`config.mk`:
```
export PLATFORM = sky130hd
export DESIGN_NAME = irqc_top
export DESIGN_NICKNAME = d
export VERILOG_FILES = /design/src/rtl/irqc_pkg.sv /design/src/rtl/irqc_sync.sv /design/src/rtl/irqc_detect.sv /design/src/rtl/irqc_prio.sv /design/src/rtl/irqc_top.sv
export SDC_FILE = /design/constraint.sdc
export NUM_CORES = 1
export LEC_CHECK = 0
export ABC_AREA = 1
export BUFFER_PORTS_ARGS = -buffer_cell sky130_fd_sc_hd__buf_4
export CORE_UTILIZATION = 32
export DETAILED_ROUTE_END_ITERATION = 8
export REMOVE_ABC_BUFFERS = 1
export SYNTH_ARGS = -nofsm -noshare
export SYNTH_HDL_FRONTEND = slang
export SYNTH_HIERARCHICAL = 1
export SYNTH_SLANG_ARGS = --single-unit
```
`constraint.sdc`:
```
create_clock -name clk -period 3.5 [get_ports clk]
set_input_delay 0.7 -clock clk [delete_from_list [all_inputs] [get_ports clk]]
set_output_delay 0.7 -clock clk [all_outputs]
set_load 0.03 [all_outputs]
```
`src/rtl/irqc_pkg.sv`:
```
package irqc_pkg;

    typedef enum logic [2:0] {
        A_STAT = 3'd0,
        A_ENAB = 3'd1,
        A_CRIT = 3'd2,
        A_POL  = 3'd3,
        A_TRIG = 3'd4,
        A_MASK = 3'd5,
        A_VEC  = 3'd6,
        A_NONE = 3'd7
    } reg_addr_e;

endpackage

```
`src/rtl/irqc_sync.sv`:
```
module irqc_sync #(
    parameter int W = 32
) (
    input  logic         clk,
    input  logic         rst_n,
    input  logic [W-1:0] raw,
    output logic [W-1:0] sync,
    output logic [W-1:0] sync_d
);

    logic [W-1:0] meta_q;
    logic [W-1:0] sync_q;
    logic [W-1:0] hist_q;

    always_ff @(posedge clk or negedge rst_n) begin
        if (!rst_n) begin
            meta_q <= '0;
            sync_q <= '0;
            hist_q <= '0;
        end else begin
            meta_q <= raw;
            sync_q <= meta_q;
            hist_q <= sync_q;
        end
    end

    assign sync   = sync_q;
    assign sync_d = hist_q;

endmodule

```
`src/rtl/irqc_detect.sv`:
```
module irqc_detect #(
    parameter int NSRC = 32
) (
    input  logic            clk,
    input  logic            rst_n,
    input  logic [NSRC-1:0] sync,
    input  logic [NSRC-1:0] sync_d,
    input  logic [NSRC-1:0] trig,
    input  logic [NSRC-1:0] pol,
    input  logic [NSRC-1:0] clr_req,
    input  logic [NSRC-1:0] cfg_chg,
    output logic [NSRC-1:0] pend,
    output logic [NSRC-1:0] lvl_set
);

    logic [NSRC-1:0] pend_q;

    for (genvar b = 0; b < NSRC; b++) begin : g_bit
        logic act;
        logic edge_hit;
        logic set_now;

        assign act      = sync[b] ~^ pol[b];
        assign edge_hit = pol[b] ? (sync[b] & ~sync_d[b]) : (~sync[b] & sync_d[b]);
        assign set_now  = trig[b] ? edge_hit : act;
        assign lvl_set[b] = ~trig[b] & act;

        always_ff @(posedge clk or negedge rst_n) begin
            if (!rst_n) begin
                pend_q[b] <= 1'b0;
            end else if (cfg_chg[b]) begin
                pend_q[b] <= 1'b0;
            end else begin
                pend_q[b] <= (pend_q[b] & ~clr_req[b]) | set_now;
            end
        end
    end

    assign pend = pend_q;

endmodule

```
`src/rtl/irqc_prio.sv`:
```
module irqc_prio #(
    parameter int NSRC  = 32,
    parameter int IDX_W = $clog2(NSRC)
) (
    input  logic [NSRC-1:0]  masked,
    output logic [IDX_W-1:0] idx,
    output logic             valid
);

    always_comb begin
        idx = '0;
        for (int b = 0; b < NSRC; b++) begin
            if (masked[b]) begin
                idx = IDX_W'(NSRC - 1 - b);
            end
        end
    end

    assign valid = |masked;

endmodule

```
`src/rtl/irqc_top.sv`:
```
module irqc_top
    import irqc_pkg::*;
#(
    parameter int NSRC = 32
) (
    input  logic            clk,
    input  logic            rst_n,
    input  logic [NSRC-1:0] irq_src,
    input  logic [2:0]      bus_addr,
    input  logic            bus_we,
    input  logic [NSRC-1:0] bus_wdata,
    output logic [NSRC-1:0] bus_rdata,
    output logic            irq_norm,
    output logic            irq_crit
);

    localparam int IDX_W = $clog2(NSRC);
    localparam int PAD_W = NSRC - 1 - IDX_W;

    logic [NSRC-1:0] raw_r;
    logic [NSRC-1:0] sync_r;
    logic [NSRC-1:0] sync_d_r;
    logic [NSRC-1:0] enab_q;
    logic [NSRC-1:0] crit_q;
    logic [NSRC-1:0] pol_q;
    logic [NSRC-1:0] trig_q;
    logic [NSRC-1:0] pend_q;
    logic [NSRC-1:0] lvl_set;
    logic [NSRC-1:0] masked;
    logic [NSRC-1:0] clr_req;
    logic [NSRC-1:0] cfg_chg;
    logic [IDX_W-1:0] vec_idx;
    logic            vec_valid;
    logic            wr_trig;
    logic            wr_pol;
    reg_addr_e       addr_e;

    // source n lands on register bit NSRC-1-n
    for (genvar n = 0; n < NSRC; n++) begin : g_rev
        assign raw_r[NSRC-1-n] = irq_src[n];
    end

    irqc_sync #(.W(NSRC)) sync_i (
        .clk    (clk),
        .rst_n  (rst_n),
        .raw    (raw_r),
        .sync   (sync_r),
        .sync_d (sync_d_r)
    );

    assign addr_e  = reg_addr_e'(bus_addr);
    assign wr_trig = bus_we && (addr_e == A_TRIG);
    assign wr_pol  = bus_we && (addr_e == A_POL);
    assign clr_req = (bus_we && (addr_e == A_STAT)) ? bus_wdata : '0;
    assign cfg_chg = (wr_trig ? (bus_wdata ^ trig_q) : '0)
                   | (wr_pol  ? (bus_wdata ^ pol_q)  : '0);

    irqc_detect #(.NSRC(NSRC)) det_i (
        .clk     (clk),
        .rst_n   (rst_n),
        .sync    (sync_r),
        .sync_d  (sync_d_r),
        .trig    (trig_q),
        .pol     (pol_q),
        .clr_req (clr_req),
        .cfg_chg (cfg_chg),
        .pend    (pend_q),
        .lvl_set (lvl_set)
    );

    // configuration registers
    always_ff @(posedge clk or negedge rst_n) begin
        if (!rst_n) begin
            enab_q <= '0;
            crit_q <= '0;
            pol_q  <= '1;
            trig_q <= '0;
        end else if (bus_we) begin
            unique case (addr_e)
                A_ENAB:  enab_q <= bus_wdata;
                A_CRIT:  crit_q <= bus_wdata;
                A_POL:   pol_q  <= bus_wdata;
                A_TRIG:  trig_q <= bus_wdata;
                default: ;
            endcase
        end
    end

    assign masked = pend_q & enab_q;

    irqc_prio #(.NSRC(NSRC), .IDX_W(IDX_W)) prio_i (
        .masked (masked),
        .idx    (vec_idx),
        .valid  (vec_valid)
    );

    // registered request outputs
    always_ff @(posedge clk or negedge rst_n) begin
        if (!rst_n) begin
            irq_norm <= 1'b0;
            irq_crit <= 1'b0;
        end else begin
            irq_norm <= |(masked & ~crit_q);
            irq_crit <= |(masked & crit_q);
        end
    end

    // read port
    always_comb begin
        unique case (addr_e)
            A_STAT:  bus_rdata = pend_q;
            A_ENAB:  bus_rdata = enab_q;
            A_CRIT:  bus_rdata = crit_q;
            A_POL:   bus_rdata = pol_q;
            A_TRIG:  bus_rdata = trig_q;
            A_MASK:  bus_rdata = masked;
            A_VEC:   bus_rdata = vec_valid ? {1'b1, {PAD_W{1'b0}}, vec_idx} : '0;
            default: bus_rdata = '0;
        endcase
    end

endmodule

```
== Word-level counts from Yosys, hierarchy flattened ==
Index checks and enable logic that the tools add are counted.

* Flip-flop bits (word level): 258
* Input bits: 70
* Output and inout port bits: 34

* Equality and inequality tests: 6
* Mux-type cells: 133
* Bitwise operators: 263
* Reductions and logical operators: 11

{| class="wikitable"
|+ Operators with widths
! kind !! count
|-
| 32-bit one-hot mux with 7 select lines || 1
|-
| 5-bit two-way mux || 32
|-
| 32-bit two-way mux || 4
|-
| 1-bit AND || 96
|-
| 32-bit AND || 3
|-
| 1-bit two-way mux || 96
|-
| 1-bit inverter || 96
|-
| 32-bit OR reduction || 3
|-
| 32-bit bitwise XOR || 2
|-
| 32-bit inverter || 1
|-
| 1-bit bitwise OR || 32
|-
| 32-bit bitwise OR || 1
|-
| 1-bit XNOR || 32
|-
| 3-bit == test (second input constant) || 3
|-
| 2-bit AND reduction || 4
|-
| 3-bit by 2-bit == test with 1-bit output (second input constant) || 2
|-
| 3-bit by 1-bit == test with 1-bit output (second input constant) || 1
|-
| 1-bit logical AND || 3
|-
| 3-bit logical NOT || 1
|}

== Longest topological paths before layout ==
Gate-level depths: netlist (run 1).

* Depth after elaboration: 35
* Depth in mapped cells: 37
* Mapped depth without buffers: 37

== Modules after synthesis ==
Netlist (run 1), hierarchy kept.

{| class="wikitable"
|+ By module, submodules not included
! module !! instances !! cells each !! area an instance (µm²) !! sequential area each (µm²)
|-
| irqc_top || 1 || 1,099 || 7,930.1 || 3,293.2
|-
| irqc_detect || 1 || 448 || 2,642.5 || 800.8
|-
| irqc_sync || 1 || 96 || 2,402.3 || 2,402.3
|-
| irqc_prio || 1 || 107 || 470.5 || 0.0
|}

== Worst setup path before layout (run 1) ==
No wires, ideal clock.

* Kind: register -> output
* From: reg enab_q[1]
* To: out bus_rdata[0]
* Data arrival time: 2.298 ns
* Data required time: 2.800 ns
* Path slack: 0.502 ns
* Stages on the path, launching flop included: 38
* Buffers on the path: 0
* Cells stage by stage: dfrtp_1 -> nand2_1 -> inv_1 -> inv_1 -> nand2_1 -> nand2_1 -> nand2_1 -> nand2_1 -> nand2_1 -> nand2_1 -> nand2_1 -> nand2_1 -> nand2_1 -> nand2_1 -> nand2_1 -> nand2_1 -> nand2_1 -> nand2_1 -> [... 2 more ...] -> nand2_1 -> nand2_1 -> nand2_1 -> nand2_1 -> nand2_1 -> nand2_1 -> nand2_1 -> nand2_1 -> nand2_1 -> nand2_1 -> nand2_1 -> nand2_1 -> nand2_1 -> a21oi_2 -> nand4_1 -> o21ai_0 -> nor2_1 -> nand2_1

* Longest elaborated chain between the ends: 34

{| class="wikitable"
|+ RTL lines
! element !! line !! text
|-
| from (decl) || irqc_top.sv:23 || <nowiki>logic [NSRC-1:0] enab_q;</nowiki>
|-
| from (signal assigned) || irqc_top.sv:80 || <nowiki>A_ENAB: enab_q <= bus_wdata;</nowiki>
|-
| 32-bit AND || irqc_top.sv:89 || <nowiki>assign masked = pend_q & enab_q;</nowiki>
|-
| net masked[1] || irqc_top.sv:29 || <nowiki>logic [NSRC-1:0] masked;</nowiki>
|-
| 5-bit two-way mux (31 in a row) || irqc_prio.sv:13 || <nowiki>if (masked[b]) begin</nowiki>
|-
| net vec_idx[0] || irqc_top.sv:32 || <nowiki>logic [IDX_W-1:0] vec_idx;</nowiki>
|-
| 32-bit two-way mux || irqc_top.sv:117 || <nowiki>A_VEC: bus_rdata = vec_valid ? {1'b1, {PAD_W{1'b0}}, vec_idx} : '0;</nowiki>
|-
| 32-bit one-hot mux with 7 select lines || irqc_top.sv:110 || <nowiki>unique case (addr_e)</nowiki>
|-
| to (decl) || irqc_top.sv:12 || <nowiki>output logic [NSRC-1:0] bus_rdata,</nowiki>
|}

The timed path passes the listed nets, and every way through them passes these cells.

== Worst setup path after layout (run 1) ==
* From: reg det_i.pend_q[1] (netlist: det_i/pend[1])
* To: out bus_rdata[0]

* Longest elaborated chain between the ends: 34

{| class="wikitable"
|+ RTL lines
! element !! line !! text
|-
| from (decl) || irqc_detect.sv:16 || <nowiki>logic [NSRC-1:0] pend_q;</nowiki>
|-
| from (signal, indexed assignment) || irqc_detect.sv:34 || <nowiki>pend_q[b] <= (pend_q[b] & ~clr_req[b]) | set_now;</nowiki>
|-
| 32-bit AND || irqc_top.sv:89 ||
|-
| net masked[1] || irqc_top.sv:29 ||
|-
| 5-bit two-way mux (31 in a row) || irqc_prio.sv:13 ||
|-
| net vec_idx[0] || irqc_top.sv:32 ||
|-
| 32-bit two-way mux || irqc_top.sv:117 ||
|-
| 32-bit one-hot mux with 7 select lines || irqc_top.sv:110 ||
|}

The timed path passes the listed nets, and every way through them passes these cells.

==> run summary, run 1 <==
status - finished, violations left
failing checks - design-rule violations, negative setup slack
Antenna diodes - 0
number of global-route vias before repair - 11178
Slowest Stage Delay on Critical Path - 390 ps
max_cap viols - 0
die area - 42800 µm²
gr busiest metal - met2
number of fill cells in the layout - 4197
Setup crit end kind - output pin
vias per inst - 4.71
placed cell areas - 14800 µm²
htree depth - 1
DIE WIDTH - 207 µm
final slew viol count - 0
clock-pin transition on the worst setup and hold timing paths - 60 ps
Worst VDD drop - 0.373 mV
Die Span Y - 207 µm
synthesized area - 13400 µm²
GR Util met2 - 0.294
crit-path max FO - 3
Initial Utilization - 0.327
crit-path most repeated cell - nand2_1
average size of a mapped cell - 7.68 µm²
clock skew - 9.74 ps
share of layout cells above drive strength 1 - 0.146
Final Cycle Share - 1.08
asr flop ratio synth - 1.00
fin nets - 1937
Max Clk Rate - 266 MHz
Final min period - 3760 ps
register bit count reported by yosys - 258
fin util - 0.391
DPL Wire Length - 24900 µm
Root Driver - clkbuf_16
Post-synth EDFFs - 0
CTS tree - done
CTS Buf Count - 31
worst-skew pair later-pin latency - 570 ps
most frequent cell after synthesis - nand2_1
top-area cell type share of the netlist area - 0.421
RSZ-0062 raised after global routing - true
Hold Buf Count CTS - 0
reg2reg path depth - 8
critical path arrival - 3060 ps
CP required - 2800 ps
post-route setup slack - -264 ps
largest net degree at the start of global routing - 84
clk buf depth - 3
CP Launch Type - flip-flop
IO buf count - 103
synth warn - 6
Yosys top cell by area - dfrtp_1
RR Startpoint - enab_q[1]
met1 Use GR - 0.229
placed insts - 2351
Synth Flop Type - dfrtp_1
multi-input logic area - 5460 µm²
commonest cells in the netlist - nand2_1 (429), inv_1 (304), dfrtp_1 (226)
# clock sinks - 258
WL final - 36300 µm
final antenna-violating net count - 0
Pre-antenna DRT Iters - 7
FF-to-FF setup slack - 2060 ps
Tightest Pin Transition - 712 ps
WS Path Type - reg2out
area delta synth->final - 19.5%
residual DRC count - 5
Seq. cell area - 6500 µm²
Pleak - 8.03 nW
Mapped Cells - 1750
Setup violations, final - 4
Pwr Density - 595 nW/µm²
Wirelength per Cell - 15.0 µm
Hold Fails Final Rpt - 0
design area - 16100 µm²
met3 GRT Util - 0.0289
initial antenna violation count - 1
num ports - 104
RePlAce Congestion - 0.884
r2r endpoint - irq_crit
DRC marker count from the first detailed-route iteration - 840
worst min-delay path class - in2async
Yosys cell types - 35
Worst slew margin - 0.525
Layout Cells excl Fill - 2423
first-pass GRT wire length - 58700 µm
GRT Total Usage - 0.174
GR Overflow Total - 0
Area contributors post-synth - dfrtp_1 (42%), nand2_1 (12%), inv_1 (8.5%), dfstp_2 (6.3%), nor2_1 (5.4%)
Crit-path slowest cell - dfrtp_1
CORE AREA - 41100 µm²
std cell rows - 74
sequential area share after synthesis - 0.483
vias - 11403
per-stage QoR:
stage               hold WS (ps)  setup WS, ps  TNS, ps  total power, W
floorplan                    331           510        0         0.00529
global placement             333           180        0         0.00598
detailed placement           335           230        0         0.00604
CTS                          109          -331     -463         0.00964
global route                 126          -569    -1820          0.0101
finish                      95.5          -264     -440         0.00956
kinds of logic after synthesis:
kind of cell / share of synthesized area
compound gates: 0.127
flops: 0.483
xor+xnor: 0.0417
simple gates: 0.236
buf+inv: 0.112
report_power, final:
part	switching (W)	internal (W)	total, W
logic	0.00127	0.000865	0.00214
registers	0.000471	0.00344	0.00391
clock network	0.00128	0.00223	0.00351
total	0.00303	0.00653	0.00956
worst max path at each step:
| stage | from | end | slack, ps | depth (start not counted) |
|---|---|---|---|---|
| 6_report | det_i/pend[1] | bus_rdata[0] | -260 | 38 |
| 3_3_place_gp | enab_q[1] | bus_rdata[0] | 180 | 38 |
| 2_1_floorplan | enab_q[1] | bus_rdata[0] | 510 | 37 |
| 4_1_cts | det_i/pend[1] | bus_rdata[0] | -330 | 38 |
| 5_1_grt | det_i/pend[1] | bus_rdata[0] | -570 | 38 |
| 3_5_place_dp | enab_q[1] | bus_rdata[0] | 230 | 38 |
critical path, delay by kind of cell (launching register included):
family,cells,cell delay [ps]
and+or+nand+nor,33,1680
DFF,1,390
buffers and inverters,3,220
AOI/OAI and AO/OA,2,190
area by class of cell:
type                            instances  share of cell area
Clock inverter                         12              0.0132
Multi-Input combinational cell       1125               0.340
Tap cell                              532              0.0414
Clock buffer                           45              0.0565
Sequential cell                       258               0.404
Inverter                              316              0.0756
Timing Repair Buffer                  135              0.0692
timing repair:
item	in CTS	in global routing
gates resized for setup	5	4
setup buffers	8	7
setup endpoints to repair	4	6
pin swaps	1	1
layout by cell type, fill, tap and decap left out, drive strengths merged, types with 6 or more instances in the layout:
cell and n:
nand2 433, bufinv 8, a21oi 39, a32oi 25, dfrtp 226, dfstp 32, o21ai 150, nand3 144
buf 135, o22ai 57, clkinv 7, inv 312, nor2 194, clkbuf 45, xnor2 64, nand4 6
state kept, by name, indices dropped and copies added (netlist names):
name,count
enab_q,32
sync_i/sync_d,32
trig_q,32
det_i/pend,32
pol_q,32
sync_i/sync,32
irq_crit,1
irq_norm,1
sync_i/meta_q,32
crit_q,32
per-layer routing:
metal / routed length (µm) / vias to the layer above
met3: 1910 / 61
met1: 16200 / 5344
li1: - / 5736
met5: 10 / -
met2: 17300 / 260
met4: 900 / 2
Note: power is estimated with default switching activity, not from simulation.
==> inputs of run 2 (changes only) <==
clock period = 3.62 ns   (was 3.5 ns; I/O delays follow)
==> run summary, run 2 (synthesis results as in run 1) <==
status - finished, violations left
failing checks - negative setup slack
RR Startpoint - enab_q[1]
hold_ws - 173 ps
CP required - 2900 ps
Hold Fails Final Rpt - 0
CORE AREA - 41100 µm²
Top delay family on crit path - simple AND/OR/NAND/NOR gates
Max Clk Rate - 260 MHz
GR Overflow Total - 0
crit-path max FO - 3
placed insts - 2359
placed cell areas - 14800 µm²
# clock sinks - 258
Slowest Stage Delay on Critical Path - 370 ps
Worst slew margin - 0.443
Root Driver - clkbuf_16
clock-pin transition on the worst setup and hold timing paths - 60 ps
clock skew - 12.7 ps
pre-CTS WS - 297 ps
worst-skew pair later-pin latency - 570 ps
RSZ-0062 raised after global routing - true
CP startpoint - enab_q[6]
most frequent cells in the layout - nand2_1 (425), inv_1 (299), dfrtp_1 (226), nor2_1 (192), nand3_1 (142)
final slew viol count - 0
crit-path most repeated cell - nand2_1
Layout Cells excl Fill - 2422
Crit-path slowest cell - dfrtp_1
worst min-delay path class - in2async
num ports - 104
Initial Utilization - 0.327
RePlAce Congestion - 0.896
IO buf count - 103
number of global-route vias before repair - 11348
initial antenna violation count - 0
Worst Path Buf+Inv - 3
CTS Buf Count - 31
CP Launch Type - flip-flop
first-pass GRT wire length - 59600 µm
vias per inst - 4.76
share of layout cells above drive strength 1 - 0.146
Pleak - 7.95 nW
Pwr Density - 561 nW/µm²
die area - 42800 µm²
critical path arrival - 3120 ps
Setup crit end kind - output pin
residual DRC count - 0
Setup violations, final - 1
design area - 15900 µm²
r2r endpoint - irq_crit
Tightest Pin Transition - 830 ps
Worst VDD drop - 0.373 mV
largest net degree at the start of global routing - 100
reg2reg path depth - 7
GRT Total Usage - 0.176
max_cap viols - 0
Final Cycle Share - 1.06
WS Path Type - reg2out
fin nets - 1935
clk buf depth - 3
FF-to-FF setup slack - 2320 ps
post-route setup slack - -228 ps
area delta synth->final - 18.4%
DRC marker count from the first detailed-route iteration - 712
DPL Wire Length - 25500 µm
htree depth - 1
std cell rows - 74
crit path to - bus_rdata[0]
vias - 11537
Pre-antenna DRT Iters - 7
DIE WIDTH - 207 µm
Die Span Y - 207 µm
Final Power - 0.00892 W
Antenna diodes - 0
CTS tree - done
WL final - 36700 µm
Hold Buf Count CTS - 0
final antenna-violating net count - 0
most common cell after layout, fill and taps aside - nand2_1
Final min period - 3850 ps
critical path depth in cells - 33
Wirelength per Cell - 15.2 µm
run 2: layout make-up:
cell class,count,area (µm²)
Clock buffer,52,965
Clock inverter,6,61.3
Fill cell,4194,25200
Inverter,316,1210
Multi-Input combinational cell,1125,5480
Sequential cell,258,6500
Tap cell,532,666
Timing Repair Buffer,133,1030
run 2: power by group:
part,total (W),leakage (nW),internal (W),switching [W]
Sequential,0.00379,2.99,0.00333,0.000466
Combinational,0.00204,4.46,0.000814,0.00123
Clock,0.00308,0.503,0.00187,0.00122
Total,0.00892,7.95,0.00601,0.00291
run 2: worst min-delay path by stage:
stage	endpoint	cells after the start
detailed placement	sync_i/sync[23]	0
CTS	sync_i/meta_q[25]	1
finish	sync_i/meta_q[6]	1
global route	sync_i/meta_q[20]	1
global placement	sync_i/sync[22]	0
floorplan	sync_i/sync[0]	0
run 2: per-stage QoR:
| stage | utilization | TNS, ps |
|---|---|---|
| 6_report | 0.387 | -228 |
| 3_5_place_dp | 0.361 | 0 |
| 2_1_floorplan | - | 0 |
| 3_3_place_gp | 0.361 | 0 |
| 5_1_grt | 0.387 | -814 |
| 4_1_cts | 0.386 | -226 |
run 2: per-layer routing:
layer,track usage,share of wire
met2,0.297,0.48
met3,0.0306,0.056
met1,0.231,0.45
met4,0.0487,0.021
met5,0,0
run 2: worst reg2reg max path, stage by stage, from the launching register on:
cell	delay (ps)
dfrtp_1	380
buf_4	150
nand3_1	70
o21ai_0	160
nor2_1	130
nand2_1	70
nor2_1	120
nand2_1	110
run 2: what timing repair did:
item                                   4_1_cts  5_1_grt
pin swaps                                    1        1
gates resized for setup                      9        4
endpoints found under the hold margin        0        0
setup endpoints to repair                    2        6
setup buffers                                4        1
